[config.mk]
export PLATFORM = sky130hd
export DESIGN_NAME = port_glitch_filter
export DESIGN_NICKNAME = d
export VERILOG_FILES = /design/src/rtl/pgf_pkg.sv /design/src/rtl/pgf_tick_sel.sv /design/src/rtl/pgf_lane.sv /design/src/rtl/port_glitch_filter.sv
export SDC_FILE = /design/constraint.sdc
export NUM_CORES = 1
export LEC_CHECK = 0
export BUFFER_PORTS_ARGS = -buffer_cell sky130_fd_sc_hd__clkbuf_2
export CAP_MARGIN = 20
export CORE_MARGIN = 5
export CORE_UTILIZATION = 40
export CTS_CLUSTER_DIAMETER = 50
export DETAILED_ROUTE_END_ITERATION = 8
export GPL_ROUTABILITY_DRIVEN = 0
export SYNTH_ARGS = -nofsm -noshare
export SYNTH_HDL_FRONTEND = slang
export SYNTH_SLANG_ARGS = --single-unit
export TNS_END_PERCENT = 5
[constraint.sdc]
create_clock -name clk -period 2 [get_ports clk]
set_input_delay 0.2 -clock clk [delete_from_list [all_inputs] [get_ports clk]]
set_output_delay 0.2 -clock clk [all_outputs]
set_load 0.05 [all_outputs]
[src/rtl/pgf_pkg.sv]
`timescale 1ns/1ps
package pgf_pkg;
    localparam int unsigned FW_W = 5;

    typedef struct packed {
        logic            s1;
        logic            s2;
        logic [FW_W-1:0] cnt;
        logic            out;
    } lane_st_t;
endpackage

[src/rtl/pgf_tick_sel.sv]
`timescale 1ns/1ps
module pgf_tick_sel (
    input  logic clk_sel_i,
    input  logic stop_i,
    input  logic tick_bus_i,
    input  logic tick_lp_i,
    output logic adv_o,
    output logic frz_o
);
    logic tick_pick;

    always_comb begin
        tick_pick = clk_sel_i ? tick_lp_i : tick_bus_i;
        frz_o     = stop_i && !clk_sel_i;
        adv_o     = tick_pick && !frz_o;
    end
endmodule

[src/rtl/pgf_lane.sv]
`timescale 1ns/1ps
module pgf_lane
    import pgf_pkg::*;
(
    input  logic            clk,
    input  logic            rst_n,
    input  logic            pin_i,
    input  logic            en_i,
    input  logic            adv_i,
    input  logic            frz_i,
    input  logic [FW_W-1:0] width_i,
    output logic            out_o
);
    lane_st_t st_q, st_d;

    always_comb begin
        st_d = st_q;
        if (!en_i) begin
            st_d = '0;
        end else if (adv_i) begin
            st_d.s1 = pin_i;
            st_d.s2 = st_q.s1;
            if (st_q.s2 != st_q.out) begin
                if (st_q.cnt >= width_i) begin
                    st_d.out = st_q.s2;
                    st_d.cnt = '0;
                end else begin
                    st_d.cnt = st_q.cnt + 1'b1;
                end
            end else begin
                st_d.cnt = '0;
            end
        end
    end

    always_ff @(posedge clk or negedge rst_n) begin
        if (!rst_n) st_q <= '0;
        else        st_q <= st_d;
    end

    assign out_o = en_i && st_q.out;

    AST_DIS_CLEARS: assert property (@(posedge clk) disable iff (!rst_n)
        !en_i |=> (st_q.out == 1'b0 && st_q.cnt == '0));
    AST_FREEZE_HOLDS: assert property (@(posedge clk) disable iff (!rst_n)
        (frz_i && en_i) |=> $stable(st_q));
    AST_OUT_FROM_SYNC: assert property (@(posedge clk) disable iff (!rst_n)
        (!$stable(st_q.out) && $past(en_i)) |-> (st_q.out == $past(st_q.s2)));
    AST_CNT_BOUND: assert property (@(posedge clk) disable iff (!rst_n)
        en_i |-> (st_q.cnt <= width_i));
endmodule

[src/rtl/port_glitch_filter.sv]
`timescale 1ns/1ps
module port_glitch_filter
    import pgf_pkg::*;
#(
    parameter int unsigned N_PINS = 4
) (
    input  logic              clk,
    input  logic              rst_n,
    input  logic [N_PINS-1:0] pin_i,
    input  logic [N_PINS-1:0] en_i,
    input  logic [FW_W-1:0]   width_i,
    input  logic              clk_sel_i,
    input  logic              stop_i,
    input  logic              tick_bus_i,
    input  logic              tick_lp_i,
    output logic [N_PINS-1:0] filt_o
);
    logic              adv;
    logic              frz;
    logic [N_PINS-1:0] lane_out;

    pgf_tick_sel u_tick (
        .clk_sel_i (clk_sel_i),
        .stop_i    (stop_i),
        .tick_bus_i(tick_bus_i),
        .tick_lp_i (tick_lp_i),
        .adv_o     (adv),
        .frz_o     (frz)
    );

    for (genvar g = 0; g < N_PINS; g++) begin : g_lane
        pgf_lane u_lane (
            .clk    (clk),
            .rst_n  (rst_n),
            .pin_i  (pin_i[g]),
            .en_i   (en_i[g]),
            .adv_i  (adv),
            .frz_i  (frz),
            .width_i(width_i),
            .out_o  (lane_out[g])
        );
    end

    always_comb begin
        filt_o = frz ? (pin_i & en_i) : lane_out;
    end

    AST_FRZ_NO_ADV: assert property (@(posedge clk) disable iff (!rst_n)
        frz |-> !adv);
    AST_LP_NO_FRZ: assert property (@(posedge clk) disable iff (!rst_n)
        clk_sel_i |-> !frz);
endmodule

**Word-level counts from Yosys, hierarchy flattened**

Index checks and enable logic that the tools add are counted.

- Add/subtract/negate cells: 4
- Order comparisons: 4
- Eq/ne operators: 16
- Multiplexer cells: 26
- Bitwise logic cells: 1
- Reduce and logical (&&, ||, !) cells: 12

Operators by type and width:

| cell | number |
|---|---|
| two-way mux 8 bit | 8 |
| two-way mux 5 bit | 8 |
| != test 2 x 1 -> 1 bit, second input constant | 12 |
| adder 5 x 1 -> 5 bit, second input constant | 4 |
| greater-or-equal comparator 5 bit | 4 |
| AND reduction 3 bit | 4 |
| two-way mux 1 bit | 9 |
| logical AND 1 bit | 6 |
| bitwise AND 4 bit | 1 |
| two-way mux 4 bit | 1 |
| != test 1 bit | 4 |
| zero test 1 bit | 2 |

- Register bits after elaboration: 32
- Input port bits: 19
- Output and inout port bits: 4
- Word-level logic and storage cells: 79

**Logic depth before layout (Yosys ltp)**

- Depth in word-level cells: 6
- Mapped depth: 7
- Depth with buffers taken out: 7

**Hierarchy**

Synthesis repeated with hierarchy kept, for this count alone.

- Cells, all modules: 279
- Area total of the unflattened synthesis: 2303.5 sq um

By module, submodules not included:

| module | instances | cells each | area an instance (sq um) | sequential area each (sq um) |
|---|---|---|---|---|
| pgf_lane | 4 | 66 | 556.8 | 200.2 |
| port_glitch_filter | 1 | 12 | 55.1 | 0.0 |
| pgf_tick_sel | 1 | 3 | 21.3 | 0.0 |

**Worst setup path before layout**

No wires, ideal clock.

- Path kind: register to register
- From: register g_lane[2].u_lane.st_q[3] (netlist name)
- To: register g_lane[2].u_lane.st_q[4] (netlist name)
- Library setup time: 95 ps
- Arrival time: 1612 ps
- Data required time: 1905 ps
- Path slack: 292 ps
- Cell stages (with the launch flop): 7
- Path buffers: 0
- Period minus slack after synthesis: 1708 ps
- Path through: dfrtp_1 > ha_1 > a21oi_2 > o21ai_2 > a311oi_4 > nand2_2 > o31ai_1

- Longest elaborated chain between the ends: 5
- Elaborated cells on any way between the ends: 6
- Those cells by class: 1 x add/sub; 1 x order compare; 4 x mux

Ends and longest elaborated chain:

| element | line | source |
|---|---|---|
| start: declaration | pgf_lane.sv:14 | `lane_st_t st_q, st_d;` |
| start signal: assignment | pgf_lane.sv:38 | `else st_q <= st_d;` |
| adder 5 x 1 -> 5 bit / greater-or-equal comparator 5 bit (equally long branches) | pgf_lane.sv:28, pgf_lane.sv:24 |  |
| two-way mux 5 bit (*) | pgf_lane.sv:24 | `if (st_q.cnt >= width_i) begin` |
| two-way mux 5 bit (*) | pgf_lane.sv:23 | `if (st_q.s2 != st_q.out) begin` |
| two-way mux 8 bit (*) | pgf_lane.sv:20 | `end else if (adv_i) begin` |
| two-way mux 8 bit (*) | pgf_lane.sv:18 | `if (!en_i) begin` |

Every way passes the cells marked *; elsewhere a longest branch is shown, timed or not. The select of a mux whose other input is x is not followed.
A chain may end at the register's enable or synchronous reset.

**Worst setup path after layout**

- From: register g_lane[2].u_lane.st_q[3] (netlist name)
- To: register g_lane[2].u_lane.st_q[5] (netlist name)

Same word-level chain as after synthesis.

==> flow_metrics.env <==
export IMPL_outcome="finished clean"
export IMPL_diodes=0
export IMPL_power_density_mw_per_mm2=565
export IMPL_slew_violations=0
export IMPL_rsz0062_at_grt="false"
export IMPL_fmax_ghz=0.539
export IMPL_num_rows=26
export IMPL_hold_violations=0
export IMPL_largest_reg_flops=32
export IMPL_layout_drive_gt1_share_pct=18.8
export IMPL_grt_pass1_vias=1606
export IMPL_worstPathRequired_ns=2.20
export IMPL_hold_buffers=0
export IMPL_clk_latency_ns=0.29
export IMPL_cts_tree="yes"
export IMPL_die_area_mm2=0.00688
export IMPL_leakage_nw=1.20
export IMPL_fin_hold_ws_ns=0.0115
export IMPL_crit_path_end_kind="flop"
export IMPL_crit_fanout=6
export IMPL_cts_sinks=32
export IMPL_htreeDepth=2
export IMPL_synth_ff_type="dfrtp_1"
export IMPL_drtPass1Iterations=5
export IMPL_grt_busiest_layer="met2"
export IMPL_syn_cell_area_mm2=0.00213
export IMPL_min_path_type="in -> async"
export IMPL_synth_top_area_share_pct=37.6
export IMPL_postRouteAntennaNets=0
export IMPL_start_util_pct=41.4
export IMPL_crit_path_top_delay_cell="dfrtp_2"
export IMPL_top_register="g_lane.u_lane.st_q"
export IMPL_drt_iter0_markers=47
export IMPL_grt_pass1_wl_um=7690
export IMPL_finalSetupViolations=0
export IMPL_synthCells=220
export IMPL_grt_remaining_overflow=0
export IMPL_dp_hpwl_um=3270
export IMPL_post_place_ws_ns=0.104
export IMPL_syn_mean_instance_area_um2=9.68
export IMPL_clk_pin_slew_worst_paths_ns=0.07
export IMPL_cap_violations=0
export IMPL_top_level_ports=23
export IMPL_die_h_um=83.0
export IMPL_synth_edf_count=0
export IMPL_crit_arrival_ns=2.05
export IMPL_period_minus_slack_ns=1.85
export IMPL_criticalPathCategory="reg -> reg"
export IMPL_placedCellCount=308
export IMPL_slowest_delay_ns=0.44
export IMPL_min_period_over_period_pct=92.7
export IMPL_clock_skew_ns=0.00717
export IMPL_top_regs="g_lane.u_lane.st_q x32"
export IMPL_fin_nets=288
export IMPL_antenna_found_initial=0
export IMPL_viasPerCell=5.43
export IMPL_ys_warn_count=0
export IMPL_cts_made_buffers=5
export IMPL_die_w_um=83.0
export IMPL_synth_async_reset_ratio_pct=100
export IMPL_fin_setup_tns_ns=0
export IMPL_grt_max_degree=33
export IMPL_timing_final_ws_setup_ns=0.146
export IMPL_use_met1_pct=17.1
export IMPL_worstSetupStartpointType="flop"
export IMPL_crit_chain="ha_1 -> a21oi_2 -> o21ai_2 -> a311oi_4 -> nand2_2 -> o31ai_1"
export IMPL_synth_area_leader_cell="dfrtp_1"
export IMPL_io_buffers=22
export IMPL_post_cts_buffers=0
export IMPL_tightest_slew_ns=0.859
export IMPL_slew_headroom_pct=42.7
export IMPL_vias=1712
export IMPL_routedWlPerCell_um=14.2
export IMPL_drc=0
export IMPL_ys_seq_elements=32
export IMPL_core_mm2=0.00514
export IMPL_synth_distinct_cells=45
export IMPL_wl_um=4470
export IMPL_instances_no_fill=315
export IMPL_synth_area_leaders="dfrtp_1, ha_1, nand2_1, nand3_1, a21boi_0"
export IMPL_clockBufferDepth=2
export IMPL_syn_nets=263
export IMPL_irDropWorstVdd_v=0.000338
export IMPL_cts_root_buf="clkbuf_8"
export IMPL_grt_use_total_pct=13.7
export IMPL_final_util_pct=47.4
export IMPL_met3_usage_pct=3.66
export IMPL_seq_area_frac_synth_pct=37.6
export IMPL_use_met2_pct=22.8
export IMPL_area_delta_synth_final_pct=14.5
-- cell usage in the layout (no fill, tap or decap), types with 2 or more instances in the layout --
master / n
nand2_1: 33
dfrtp_1: 30
ha_1: 24
clkbuf_2: 22
nand3_1: 15
inv_1: 8
nor2b_1: 8
a21boi_0: 8
o21ai_0: 7
clkbuf_8: 7
a21oi_1: 6
o31ai_1: 6
mux2i_1: 5
a21o_1: 5
a22o_1: 5
xor2_1: 4
o211ai_1: 4
a31oi_1: 4
nor2_1: 3
xnor2_1: 3
buf_4: 3
and2_1: 2
o2bb2ai_1: 2
nor3b_1: 2
a41o_1: 2
a32o_1: 2
mux2_2: 2
and3_1: 2
dfrtp_2: 2
-- power by group --
part           internal [mW]  switching, mW  leakage (nW)
logic                 0.0599          0.107         0.710
clock network          0.306          0.246        0.0503
registers              0.655        0.00495         0.441
total                   1.02          0.357          1.20
-- routing by layer --
metal,up-vias,share of wire (%)
li1,863,-
met1,829,48
met2,14,48
met3,6,2.5
met4,0,1.5
met5,-,0
-- repair_timing --
item	in CTS	in global routing
setup endpoints to repair	0	4
gates resized for setup	0	3
endpoints found under the hold margin	0	0
-- path summary, 6_finish.rpt --
kind / from / endpoint / slack (ns) / cells after the start
max: g_lane[2].u_lane.st_q[3] / g_lane[2].u_lane.st_q[5] / 0.15 / 6
max in group asynchronous: rst_n / g_lane[2].u_lane.st_q[3] / 1.40 / 1
min: rst_n / g_lane[3].u_lane.st_q[2] / 0.01 / 1
min in group clk: pin_i[2] / g_lane[2].u_lane.st_q[7] / 0.15 / 3
min reg2reg: g_lane[2].u_lane.st_q[5] / g_lane[2].u_lane.st_q[5] / 0.51 / 1
max reg2reg: g_lane[2].u_lane.st_q[3] / g_lane[2].u_lane.st_q[5] / 0.15 / 6
-- critical path: cells and delay by family, from the launching register on --
kind / cells / cell delay, ns
compound gates: 4 / 0.89
flops: 1 / 0.44
fa+ha+maj: 1 / 0.31
simple gates: 1 / 0.13
-- cell families (layout without fill, tap and decap cells) --
kind of cell             after synthesis  count (layout)  share of synthesized area [%]
AO/OA/AOI/OAI                         60              60                           21.6
AND/OR/NAND/NOR                       74              74                           17.2
multiplexers                           7               7                           3.41
buffers and inverters                 16              41                           3.17
XOR/XNOR                               7               7                           2.88
flip-flops                            32              32                           37.6
adder cells (fa/ha/maj)               24              24                           14.1
-- metrics by stage --
step | total power, mW | cell area [µm²]
after global routing | 1.44 | 2440
after detailed placement | 0.841 | 2340
after floorplan | 0.768 | 2130
after global placement | 0.838 | 2340
after CTS | 1.40 | 2430
final | 1.38 | 2440
-- area by class of cell --
| cell class | instances | area [µm²] |
|---|---|---|
| repair buffers | 26 | 153 |
| well taps | 70 | 87.6 |
| multi-input cells | 172 | 1270 |
| flip-flops and latches | 32 | 803 |
| inverters | 8 | 30.0 |
| clock buffers | 7 | 96.3 |
| fillers | 523 | 2700 |
-- cells in the mapped netlist (2+ instances only) --
cell type and number:
nand2_1 33, o211ai_1 4, a21boi_0 8, mux2i_1 5, nor2_1 4, xor2_1 4, inv_1 8, buf_2 3
o2bb2ai_1 2, clkbuf_1 4, a32o_1 2, dfrtp_1 32, a21o_1 5, and3_1 2, a31oi_1 4, ha_1 24
o21ai_0 7, nor2b_1 8, nand3_1 15, o31ai_1 6, a41o_1 2, a21oi_1 6, and2_1 2, xnor2_1 3
nor3b_1 2, a22o_1 5, mux2_2 2
(Power assumes the default switching activity.)
